===== src/rtl/wide_lane_ctl.sv =====
module wide_lane_ctl #(
  parameter int LW = 32,
  localparam int BW = LW / 8,
  parameter logic [BW-1:0] DAC_CMD = 4'b1101
) (
  input  logic            clk,
  input  logic            rst_n,
  input  logic            wide_sense_n,
  input  logic            xfer_go,
  input  logic [BW-1:0]   xfer_cmd,
  input  logic [2*LW-1:0] xfer_addr,
  input  logic [2*LW-1:0] xfer_data,
  input  logic [2*BW-1:0] xfer_be,
  output logic            xfer_busy,
  input  logic            wack_n,
  output logic            wreq_n,
  output logic            addr_phase,
  output logic            data_phase,
  output logic [LW-1:0]   ad_lo,
  output logic [LW-1:0]   ad_hi,
  output logic            ad_hi_oe,
  output logic [BW-1:0]   cbe_lo_n,
  output logic [BW-1:0]   cbe_hi_n,
  output logic            par_hi,
  output logic            par_hi_oe
);

  typedef enum logic [2:0] {S_IDLE, S_A1, S_A2, S_D1, S_D2} st_t;

  st_t              st;
  logic             wide_slot, wide_q;
  logic [BW-1:0]    cmd_q;
  logic [2*LW-1:0]  addr_q, data_q;
  logic [2*BW-1:0]  be_q;

  function automatic logic mem_cmd(input logic [BW-1:0] c);
    return c == 4'h6 || c == 4'h7 || c == 4'hC || c == 4'hE || c == 4'hF;
  endfunction

  wire wack  = ~wack_n;
  wire hi_nz = |addr_q[2*LW-1:LW];
  wire both  = wide_q & wack;

  always_ff @(posedge clk)
    if (!rst_n) wide_slot <= ~wide_sense_n;

  always_ff @(posedge clk) begin
    if (!rst_n) begin
      st     <= S_IDLE;
      wide_q <= 1'b0;
      cmd_q  <= '0;
      addr_q <= '0;
      data_q <= '0;
      be_q   <= '0;
    end else begin
      case (st)
        S_IDLE: if (xfer_go) begin
          st     <= S_A1;
          wide_q <= wide_slot & mem_cmd(xfer_cmd);
          cmd_q  <= xfer_cmd;
          addr_q <= xfer_addr;
          data_q <= xfer_data;
          be_q   <= xfer_be;
        end
        S_A1:    st <= (!wide_q && hi_nz) ? S_A2 : S_D1;
        S_A2:    st <= S_D1;
        S_D1:    st <= both ? S_IDLE : S_D2;
        default: st <= S_IDLE;
      endcase
    end
  end

  assign xfer_busy  = st != S_IDLE;
  assign addr_phase = st == S_A1 || st == S_A2;
  assign data_phase = st == S_D1 || st == S_D2;

  always_comb begin
    ad_lo    = '0;
    ad_hi    = '0;
    ad_hi_oe = 1'b0;
    cbe_lo_n = '1;
    cbe_hi_n = '1;
    wreq_n   = 1'b1;
    case (st)
      S_A1: begin
        ad_lo    = addr_q[LW-1:0];
        cbe_lo_n = hi_nz ? ~DAC_CMD : ~cmd_q;
        wreq_n   = ~wide_q;
        if (wide_q) begin
          ad_hi    = addr_q[2*LW-1:LW];
          ad_hi_oe = 1'b1;
          cbe_hi_n = ~cmd_q;
        end
      end
      S_A2: begin
        ad_lo    = addr_q[2*LW-1:LW];
        cbe_lo_n = ~cmd_q;
      end
      S_D1: begin
        ad_lo    = data_q[LW-1:0];
        cbe_lo_n = ~be_q[BW-1:0];
        wreq_n   = ~wide_q;
        if (both) begin
          ad_hi    = data_q[2*LW-1:LW];
          ad_hi_oe = 1'b1;
          cbe_hi_n = ~be_q[2*BW-1:BW];
        end
      end
      S_D2: begin
        ad_lo    = data_q[2*LW-1:LW];
        cbe_lo_n = ~be_q[2*BW-1:BW];
      end
      default: ;
    endcase
  end

  always_ff @(posedge clk) begin
    if (!rst_n) begin
      par_hi    <= 1'b0;
      par_hi_oe <= 1'b0;
    end else begin
      par_hi    <= ^{ad_hi, cbe_hi_n};
      par_hi_oe <= ad_hi_oe;
    end
  end

  assert_narrow_slot_R1: assert property (@(posedge clk) disable iff (!rst_n)
    !wide_slot |-> (wreq_n && !ad_hi_oe));

  assert_mem_only_R2: assert property (@(posedge clk) disable iff (!rst_n)
    !wreq_n |-> mem_cmd(cmd_q));

  assert_hi_needs_ack_R3: assert property (@(posedge clk) disable iff (!rst_n)
    (data_phase && ad_hi_oe) |-> (!wreq_n && !wack_n));

  assert_split_second_R5: assert property (@(posedge clk) disable iff (!rst_n)
    (data_phase && !ad_hi_oe && !wreq_n) |=> (data_phase && cbe_lo_n == ~$past(be_q[2*BW-1:BW])));

  assert_dac_order_R7: assert property (@(posedge clk) disable iff (!rst_n)
    (addr_phase && !ad_hi_oe && cbe_lo_n == ~DAC_CMD) |=> (addr_phase && ad_lo == $past(addr_q[2*LW-1:LW])));

  assert_par_follows_R8: assert property (@(posedge clk) disable iff (!rst_n)
    ad_hi_oe |=> par_hi_oe);

  assert_par_quiet_R8: assert property (@(posedge clk) disable iff (!rst_n)
    !ad_hi_oe |=> !par_hi_oe);

  assert_go_ignored_R9: assert property (@(posedge clk) disable iff (!rst_n)
    (xfer_go && xfer_busy) |=> $stable(cmd_q));

endmodule


===== config.mk =====
export PLATFORM = sky130hd
export DESIGN_NAME = wide_lane_ctl
export DESIGN_NICKNAME = d
export VERILOG_FILES = /design/src/rtl/wide_lane_ctl.sv
export SDC_FILE = /design/constraint.sdc
export NUM_CORES = 1
export LEC_CHECK = 0
export BUFFER_PORTS_ARGS = -buffer_cell sky130_fd_sc_hd__buf_2
export CORE_MARGIN = 1
export CORE_UTILIZATION = 55
export CTS_CLUSTER_SIZE = 14
export DETAILED_ROUTE_END_ITERATION = 16
export GPL_ROUTABILITY_DRIVEN = 0
export GPL_TIMING_DRIVEN = 0
export PLACE_DENSITY = 0.92
export SLEW_MARGIN = 40
export SYNTH_ARGS = -nofsm -noshare
export SYNTH_HDL_FRONTEND = slang
export SYNTH_SLANG_ARGS = --single-unit

===== constraint.sdc =====
create_clock -name clk -period 7.1 [get_ports clk]
set_clock_uncertainty 0.2 [all_clocks]
set_input_delay 0.71 -clock clk [delete_from_list [all_inputs] [get_ports clk]]
set_output_delay 0.71 -clock clk [all_outputs]
set_load 0.005 [all_outputs]

==> flow_summary_export.csv <==
group,metric,value,unit
cts,clock_sinks,147,
timing,worst-slew-pin-transition,746,ps
placed_design,dpl.cell_count,1391,
detailed_routing,drc_errors,0,
power,p_int,1740,uW
timing,setup_viol,0,
cells_and_area,post-route-util,72.7,%
logic_synthesis,synth_area,7390,um^2
floorplan,core-area,12900,um^2
global_route,busiest_layer,"met2",
critical_path,crit_start,"st[1]$_SDFFE_PN0P_",
floorplan,placementRows,41,
global_route,met2_usage,59.7,%
detailed_routing,vias_per_cell,6.14,
cts,cts_max_path_buffers,2,
power,power.density,277,nW/um^2
logic_synthesis,syn_inst,996,
global_route,grt_use_total,38.9,%
detailed_routing,avgRoutedWirePerCell,19.1,um
global_route,use_met3,10.9,%
floorplan,die_h,118,um
power,p_clk_share,37.3,%
hold_path,hp-class,"flip-flop to flip-flop",
critical_path,path_max_fanout,10,
logic_synthesis,synth_flop_cell,"dfxtp_1",
cells_and_area,drive_gt1_share,22.2,%
critical_path,arrival,3400,ps
power,ir_worst_vdd,0.188,mV
floorplan,fp.dieW,118,um
timing,fmax,0.232,GHz
logic_synthesis,ys_types,49,
timing,hold_viol,0,
timing,min_period,4310,ps
timing,slew_headroom,50.2,%
cts,clk_pin_slew_worst_paths,60,ps
critical_path,required,6190,ps
critical_path,r2r-end,"data_q[55]$_SDFFE_PN0P_",
timing,fin_hold_ws,256,ps
cts,post-cts-setup-buffers,0,
logic_synthesis,ys_ff_latch,147,
detailed_routing,drt_iter0_markers,1327,
logic_synthesis,yosysWarningCount,0,
global_route,grt_max_degree,17,
cells_and_area,final_common_cell,"nand2_1",
timing,slew_violations,0,
floorplan,io_pins,224,
cells_and_area,fill_cells,1040,
critical_path,r2r-start,"st[0]$_SDFFE_PN0P_",
critical_path,critPathLaunchType,"flip-flop",
cts,cts_max_level,4,
logic_synthesis,synth-async-reset-ratio,0,%
detailed_routing,ant_nets,0,
cts,numCtsBuffers,17,
run_status,run_status,"finished clean",
power,power_switching_share,33.0,%
detailed_routing,first_pass_iters,8,
power,p_total,2590,uW
cells_and_area,syn_to_final_growth,26.6,%
floorplan,start_util,57.4,%
cts,clockRootBuffer,"clkbuf_16",
cts,cts_tree,"built",
timing,grt_setup_unrepaired,"no",
cts,cts_repair_resize_count,0,
power,p_comb_share,22.8,%
cells_and_area,num-nets-final,1383,
timing,period_share,60.7,%
global_route,grt_pass1_vias,8192,
job,maxCapViolations,0,
placed_design,dp_hpwl,19.6,mm
cells_and_area,post_layout_nonfiller_instances,1423,
power,power.leakage,0.00395,uW
floorplan,die-area,13900,um^2
placed_design,numPortBuffers,223,
timing,final.setup.tns,0,ps
logic_synthesis,synth-edff-count,1,
logic_synthesis,syn_nets,1141,
critical_path,critPathCapture,"ad_hi[10]",
power,seq_power_share,39.9,%
logic_synthesis,synth_area_per_cell,7.42,um^2
global_route,globalRouteMet1Util,48.0,%
cells_and_area,antenna_cells,0,
cells_and_area,mostFrequentLayoutCells,"nand2_1 (328), buf_2 (224), a21oi_1 (176)",
power,p_sw,857,uW
detailed_routing,drt-total-wl,27.1,mm
critical_path,setup.worst_path.end_class,"primary output",
cts,clock_latency,440,ps
detailed_routing,vias,8733,
global_route,grt_pass1_wl,41.7,mm
logic_synthesis,synth_seq_area_share,40.0,%
critical_path,reg2reg_slack,3800,ps
cts,cts_hold_buf,0,
critical_path,reg2reg_depth,9,
global_route,grt_remaining_overflow,0,
critical_path,critical_path_class,"flip-flop to primary output",
global_route,antenna_found_initial,0,
area by class of cell:
cell class | instances | area [um^2] | share of cell area, %
Buffer | 79 | 354 | 3.78
Clock buffer | 19 | 454 | 4.85
Clock inverter | 13 | 180 | 1.93
Inverter | 6 | 22.5 | 0.241
Multi-Input combinational cell | 764 | 4060 | 43.4
Sequential cell | 147 | 2950 | 31.6
Tap cell | 172 | 215 | 2.30
Timing Repair Buffer | 223 | 1120 | 11.9
per-layer routing:
metal	vias to the layer above	routed length, um
li1	3933	-
met1	3906	9920
met2	742	11900
met3	152	3680
met4	0	1640
met5	-	0
cells in the mapped netlist (2+ instances only):
master | n | area share (%)
nand3_1 | 5 | 0.34
nor2_1 | 8 | 0.41
o22ai_1 | 4 | 0.34
inv_1 | 5 | 0.25
o21ai_0 | 15 | 1.0
a22o_1 | 24 | 2.8
and3_1 | 2 | 0.17
and2_1 | 3 | 0.25
o2111ai_1 | 2 | 0.24
nor4_1 | 8 | 0.68
nor3_2 | 2 | 0.27
xnor3_1 | 3 | 0.91
nand3b_1 | 5 | 0.51
xnor2_1 | 6 | 0.71
nor3_1 | 7 | 0.47
o21ai_2 | 2 | 0.24
a22oi_1 | 72 | 7.3
nand4_1 | 2 | 0.17
nor2b_1 | 16 | 1.4
dfxtp_1 | 146 | 40
and3b_1 | 3 | 0.36
nand2_1 | 328 | 17
buf_6 | 6 | 0.91
xor2_1 | 4 | 0.47
buf_4 | 3 | 0.30
nor3b_1 | 16 | 1.6
clkbuf_1 | 68 | 3.5
a211oi_1 | 6 | 0.61
nand2b_1 | 25 | 2.1
or2_2 | 3 | 0.25
a31oi_1 | 4 | 0.34
a21oi_1 | 176 | 12
power by group through the flow:
stage	clock network (uW)	registers [uW]	logic (uW)
final	968	1040	591
after global routing	1000	1040	641
after detailed placement	0	1040	564
after global placement	0	1040	548
after floorplan	0	1010	364
after CTS	965	1030	572
critical path, stage by stage, from the launching register on:
cell and delay, ps:
dfxtp_1 410, buf_6 180, nand3b_2 250, nor2_1 650, clkbuf_1 520, clkbuf_1 490
nand2_1 90, o21ai_0 170, buf_2 180
sequential cells by signal, summed over array words and instances, names as in the netlist:
name,cells
addr_q,64
be_q,8
cmd_q,4
data_q,64
par_hi,1
par_hi_oe,1
st,3
wide_q,1
wide_slot,1
how the worst min path moves through the flow:
| stage | startpoint | to | slack [ps] | cells past startpoint |
|---|---|---|---|---|
| after floorplan | be_q[0]$_SDFFE_PN0P_ | be_q[0]$_SDFFE_PN0P_ | 230 | 2 |
| after global placement | be_q[0]$_SDFFE_PN0P_ | be_q[0]$_SDFFE_PN0P_ | 240 | 2 |
| after detailed placement | be_q[2]$_SDFFE_PN0P_ | be_q[2]$_SDFFE_PN0P_ | 250 | 2 |
| after CTS | be_q[1]$_SDFFE_PN0P_ | be_q[1]$_SDFFE_PN0P_ | 250 | 2 |
| after global routing | be_q[2]$_SDFFE_PN0P_ | be_q[2]$_SDFFE_PN0P_ | 270 | 2 |
| final | be_q[1]$_SDFFE_PN0P_ | be_q[1]$_SDFFE_PN0P_ | 260 | 2 |
logic make-up (layout without fill, tap and decap cells):
kind of cell	Yosys count	after routing	synth area share, %
XOR/XNOR	15	15	2.64
buffers and inverters	85	340	5.10
flip-flops	147	147	40.0
AND/OR/NAND/NOR	438	438	26.8
AO/OA/AOI/OAI	311	311	25.6
stage by stage:
step / worst slack, ps / cell area (um^2)
2_1_floorplan: 4100 / 7390
3_3_place_gp: 3040 / 8720
3_5_place_dp: 3000 / 8720
4_1_cts: 2950 / 9360
5_1_grt: 2720 / 9360
6_report: 2790 / 9360
Power figures use the tool's default switching activity.
